`config.mk`:
```
export PLATFORM = sky130hd
export DESIGN_NAME = cpumode_reg
export DESIGN_NICKNAME = d
export VERILOG_FILES = /design/src/rtl/cpumode_pkg.sv /design/src/rtl/cpumode_decode.sv /design/src/rtl/cpumode_lockfield.sv /design/src/rtl/cpumode_reg.sv
export SDC_FILE = /design/constraint.sdc
export NUM_CORES = 1
export LEC_CHECK = 0
export CELL_PAD_IN_SITES_DETAIL_PLACEMENT = 0
export CELL_PAD_IN_SITES_GLOBAL_PLACEMENT = 1
export CORE_UTILIZATION = 19
export CTS_CLUSTER_DIAMETER = 150
export DETAILED_ROUTE_END_ITERATION = 10
export PLACE_DENSITY = 0.83
export SLEW_MARGIN = 20
export SYNTH_ARGS = -nofsm -noshare
export SYNTH_HDL_FRONTEND = slang
export SYNTH_SLANG_ARGS = --single-unit
```
`constraint.sdc`:
```
create_clock -name clk -period 2.9 [get_ports clk]
set_input_delay 0.58 -clock clk [delete_from_list [all_inputs] [get_ports clk]]
set_output_delay 0.58 -clock clk [all_outputs]
set_load 0.02 [all_outputs]
```
`src/rtl/cpumode_pkg.sv`:
```
package cpumode_pkg;
  localparam int DATA_W    = 8;
  localparam int ADDR_W    = 8;
  localparam int MODE_W    = 2;
  localparam int PAGE_BIT  = 2;
  localparam logic [ADDR_W-1:0] REG_ADDR = 8'h3B;

  typedef enum logic [MODE_W-1:0] {
    MODE_SINGLE = 2'b00,
    MODE_RSV1   = 2'b01,
    MODE_RSV2   = 2'b10,
    MODE_RSV3   = 2'b11
  } mode_e;

  function automatic logic [DATA_W-1:0] pack_view(input logic pg, input logic [MODE_W-1:0] m);
    logic [DATA_W-1:0] v;
    v = '0;
    v[MODE_W-1:0] = m;
    v[PAGE_BIT] = pg;
    return v;
  endfunction
endpackage

```
`src/rtl/cpumode_decode.sv`:
```
module cpumode_decode
  import cpumode_pkg::*;
#(
  parameter int AW = ADDR_W,
  parameter logic [AW-1:0] MATCH = REG_ADDR
) (
  input  logic [AW-1:0] addr,
  input  logic          wr,
  input  logic          rd,
  output logic          hit_wr,
  output logic          hit_rd
);
  logic sel;
  assign sel    = (addr == MATCH);
  assign hit_wr = sel & wr;
  assign hit_rd = sel & rd;
endmodule

```
`src/rtl/cpumode_lockfield.sv`:
```
module cpumode_lockfield
  import cpumode_pkg::*;
#(
  parameter int W = MODE_W
) (
  input  logic         clk,
  input  logic         rst_n,
  input  logic         wr_en,
  input  logic [W-1:0] wdata,
  output logic [W-1:0] value,
  output logic         locked,
  output logic         first_wr
);
  assign first_wr = wr_en & ~locked;

  always_ff @(posedge clk or negedge rst_n) begin
    if (!rst_n) begin
      value  <= '0;
      locked <= 1'b0;
    end else if (first_wr) begin
      value  <= wdata;
      locked <= 1'b1;
    end
  end

  // locked field holds
  assert_mode_frozen_R5: assert property (@(posedge clk) disable iff (!rst_n)
    locked |=> $stable(value));
  // lock never falls outside reset
  assert_lock_sticky_R4: assert property (@(posedge clk) disable iff (!rst_n)
    locked |=> locked);
  // first write captures data
  assert_first_capture_R3: assert property (@(posedge clk) disable iff (!rst_n)
    first_wr |=> (value == $past(wdata)) && locked);
endmodule

```
`src/rtl/cpumode_reg.sv`:
```
module cpumode_reg
  import cpumode_pkg::*;
(
  input  logic              clk,
  input  logic              rst_n,
  input  logic [ADDR_W-1:0] bus_addr,
  input  logic [DATA_W-1:0] bus_wdata,
  input  logic              bus_wr,
  input  logic              bus_rd,
  output logic [DATA_W-1:0] bus_rdata,
  output logic [MODE_W-1:0] mode_out,
  output logic              stack_page_out
);
  logic hit_wr, hit_rd, locked, first_wr, page_q;
  logic [MODE_W-1:0] mode_q;
  logic [DATA_W-1:0] view;

  cpumode_decode #(.AW(ADDR_W), .MATCH(REG_ADDR)) u_dec (
    .addr(bus_addr), .wr(bus_wr), .rd(bus_rd), .hit_wr(hit_wr), .hit_rd(hit_rd));

  cpumode_lockfield #(.W(MODE_W)) u_mode (
    .clk(clk), .rst_n(rst_n), .wr_en(hit_wr), .wdata(bus_wdata[MODE_W-1:0]),
    .value(mode_q), .locked(locked), .first_wr(first_wr));

  always_ff @(posedge clk or negedge rst_n) begin
    if (!rst_n)      page_q <= 1'b0;
    else if (hit_wr) page_q <= bus_wdata[PAGE_BIT];
  end

  assign view           = pack_view(page_q, mode_q);
  assign bus_rdata      = hit_rd ? view : '0;
  assign mode_out       = mode_q;
  assign stack_page_out = page_q;

  // page follows every decoded write
  assert_page_update_R6: assert property (@(posedge clk) disable iff (!rst_n)
    hit_wr |=> stack_page_out == $past(bus_wdata[PAGE_BIT]));
  // no decoded write, no state change
  assert_no_stray_write_R2: assert property (@(posedge clk) disable iff (!rst_n)
    !hit_wr |=> $stable(stack_page_out) && $stable(mode_out));
  // upper read bits always zero
  assert_upper_zero_R7: assert property (@(posedge clk) disable iff (!rst_n)
    bus_rdata[DATA_W-1:PAGE_BIT+1] == '0);
  // lock follows first decoded write
  assert_lock_on_write_R4: assert property (@(posedge clk) disable iff (!rst_n)
    hit_wr |=> locked);
endmodule

```
---- Word level (Yosys, flattened, before mapping) ----
Index checks and enable logic that the tools add are counted.
operators by class
  bitwise operators ....................... 4
  eq/ne operators ......................... 1
  multiplexer cells ....................... 1
operator list
  operator                                             number
  equality test 8 x 6 -> 1 bit, second input constant  1
  bitwise AND 1 bit                                    3
  2-to-1 mux 3 bit                                     1
  inverter 1 bit                                       1
word-level totals
  flip-flop bits (word level) ............. 4
  input bits .............................. 20

---- Logic depth before layout (Yosys ltp) ----
  depth in word-level cells ............... 3
  mapped depth ............................ 3
  depth with buffers taken out ............ 3

---- By module ----
Synthesis repeated with hierarchy kept, for this count alone.
unflattened totals
  cell total of the unflattened synthesis .. 24
  area, all modules ....................... 259.0 µm²
modules (own cells, without submodules)
  module             seq. area each (µm²)  cells an instance  times used  area each (µm²)
  cpumode_lockfield  75.1                  7                  1           125.1
  cpumode_reg        25.0                  11                 1           100.1
  cpumode_decode     0.0                   6                  1           33.8

---- Least setup slack after synthesis ----
OpenSTA, ideal clock, no wires.
  kind .................................... in2out
  start point ............................. in bus_addr[6]
  end point ............................... out bus_rdata[0]
  slack ................................... 1.106 ns
  data required time ...................... 2.320 ns
  arrival ................................. 1.214 ns
  buffers on the path ..................... 0
  stages .................................. 3
  cells stage by stage .................... nand4bb_4 -> nor2_1 -> and3_1
between the ends
  cells in the longest elaborated chain, start to end .. 3
RTL lines
  element                       RTL line              RTL
  start: declaration            cpumode_reg.sv:6      input logic [ADDR_W-1:0] bus_addr,
  equality test 8 x 6 -> 1 bit  cpumode_decode.sv:14  assign sel = (addr == MATCH);
  bitwise AND 1 bit             cpumode_decode.sv:16  assign hit_rd = sel & rd;
  2-to-1 mux 3 bit              cpumode_reg.sv:31     assign bus_rdata = hit_rd ? view : '0;
  end: declaration              cpumode_reg.sv:10     output logic [DATA_W-1:0] bus_rdata,
No other way between the ends.

---- Worst setup path after layout ----
  start point ............................. in bus_addr[5]
  end point ............................... out bus_rdata[0]
Same word-level chain as after synthesis.

==> results.md <==
* Status: finished clean
* Mapped cell area at 285 um^2
* Final WL at 660 um
* Total die area at 1660 um^2
* Crit Path Class: input pin to primary output
* HP Start: u_mode.value[0]
* Share of cells above drive strength 1 at 15.6%
* Gr usage total at 10.6%
* Largest cells by area after synthesis: dfrtp_1 (35%), buf_4 (13%), mux2_1 (12%)
* Hold_buf cts at 0
* Top FF cell, synth: dfrtp_1
* Global-route wire length before repair at 979 um
* TritonCTS Sinks at 4
* Initial Utilization at 21.1%
* Post-route ant nets at 0
* P_int at 130 uW
* Setup crit start: bus_addr[5]
* Final period util at 95.1%
* Most frequent cell after synthesis: buf_4
* Num CTS Buffers at 3
* Core region area at 1350 um^2
* Unrepaired setup endpoints after global routing: false
* Worst-path clk slew at 40 ps
* Data arrival time of the critical path at 2180 ps
* Max Cap Viol at 0
* Ports at 31
* Final estimated routing congestion in global placement at 0.567
* Vias after detailed routing at 235
* Worst Setup Start Kind: input pin
* Layout Nets at 67
* Ant. Diodes at 0
* Worst r2r src: u_mode.locked
* TritonCTS clock tree: done
* Cell mode on critical path: clkdlybuf4s50_1
* DR pass1 iterations at 1
* GRT overflow at 0
* Resize count post-CTS at 0
* Number of synthesized flops with an enable pin at 0
* Fin. max-slew vios at 0
* Routed len/inst at 11.0 um
* Largest net degree at the start of global routing at 5
* Worst-skew pair later-pin latency at 240 ps
* Vias in the first global route at 237
* I/O Buffers at 20
* Yosys top cell area share at 35.1%
* CP max stage cell: clkdlybuf4s50_1
* Clk buf depth at 2
* FP Rows at 13
* Final Critical Period at 2760 ps
* Most instantiated cells after synthesis: buf_4 (5), dfrtp_1 (4), and3_1 (3), mux2_1 (3)
* Maximum VDD drop at 115 uV
* Syn Area/Cell at 12.4 um^2
* Clk root buf: clkbuf_4
* Crit path capture type: primary output
* Switching Fraction at 25.0%
* H-tree depth at 1
* Unique masters post-synth at 12
* Post-Synthesis Cells at 23
* Req. time, crit path at 2320 ps
* Power Dens Cells at 345 nW/um^2
* Switching power at 43.4 uW
* Initial antenna violation count at 0
* Final total negative setup slack at 0 ps
* Gate power share at 24.3%
* Seq pwr share at 35.6%
* Sequential share of the synthesized area at 35.1%
* Synth-to-Final Area Change at 76.8%
* Vias per inst at 3.92
* Clock power frac at 40.1%
* Class of the worst hold path: register to register
* Cell taking the most area after synthesis: dfrtp_1
* Fraction of registers with async set/reset at 100%
* Post-CTS setup buffers at 0
* CP max stage delay at 600 ps
* Setup Skew at 6.84 ps
* Final Core Density at 37.3%
* FMAX at 0.363 GHz
* Final setup viols at 0
* Die height at 40.8 um
* Yosys reg bits at 4
* Leak at 0.000231 uW
* Initial drt markers at 0
* CP cell instances: clkdlybuf4s50_1 > nand4bb_4 > nor2_1 > and3_1 > clkdlybuf4s50_1
* Worst-path fanout max at 3
* Fin. Hold Viols at 0
* Die width at 40.8 um
* DRC violations left at 0
* Yosys warnings at 0
==> layout make-up <==
| class | count | area (um^2) |
|---|---|---|
| Tap cell | 15 | 18.8 |
| Multi-Input combinational cell | 17 | 159 |
| Timing Repair Buffer | 20 | 200 |
| Clock buffer | 3 | 22.5 |
| Inverter | 1 | 3.75 |
| Fill cell | 145 | 846 |
| Sequential cell | 4 | 100 |
==> layout by cell type (no fill, tap or decap), drive strengths merged <==
| master | synthesis | final |
|---|---|---|
| conb | 1 | 5 |
| nand4bb | 1 | 1 |
| and3 | 3 | 3 |
| clkdlybuf4s50 | 0 | 20 |
| nor4 | 1 | 1 |
| dfrtp | 4 | 4 |
| or2 | 1 | 1 |
| clkbuf | 0 | 3 |
| mux2 | 3 | 3 |
| inv | 1 | 1 |
| nor2 | 1 | 1 |
| nor3 | 1 | 1 |
| nand4b | 1 | 1 |
==> worst max-delay path, delay by kind of cell <==
kind	cells	cell delay [ps]
and+or+nand+nor	3	480
buffers and inverters	2	1120
==> per-layer routing <==
layer,GRT usage [%],part of all wire [%],vias up
met5,0,0,-
met4,10.0,0,0
met3,3.26,10,0
met2,20.6,59,14
met1,7.64,31,106
li1,-,-,115
==> power groups by stage <==
stage	combinational, uW	sequential [uW]	clock, uW
floorplan	17.9	64.6	0
global placement	41.3	62.5	0
detailed placement	42.7	62.6	0
CTS	42.9	61.9	74.6
global route	45.2	62.6	79.4
finish	42.2	61.9	69.8
==> path summary, 6_finish.rpt <==
kind                                   end  cells past startpoint  slack [ps]
setup / recovery              bus_rdata[0]                      5         140
hold / removal             u_mode.value[0]                      1         500
setup reg to reg           u_mode.value[1]                      2        1710
hold reg to reg            u_mode.value[0]                      1         500
max in group asynchronous   stack_page_out                      1        2180
min in group asynchronous    u_mode.locked                      1         550
==> cells by family after synthesis <==
kind of cell,after synthesis,share of synthesized area (%)
buf+inv,6,14.5
flops,4,35.1
mux,3,11.8
other cells,1,1.31
simple gates,9,37.3
==> per-stage QoR <==
step	area [um^2]	worst slack, ps	hold WS (ps)	power (uW)	cells
CTS	504	133	506	179	60
floorplan	300	1110	284	82.5	27
global placement	482	183	508	104	57
detailed placement	482	134	498	105	57
finish	504	142	502	174	60
global route	504	76.5	546	187	60
==> flip-flops by register name, indices dropped and copies added (netlist names) <==
register        cells
u_mode.locked       1
u_mode.value        2
stack_page_out      1
Power figures use the tool's default switching activity.
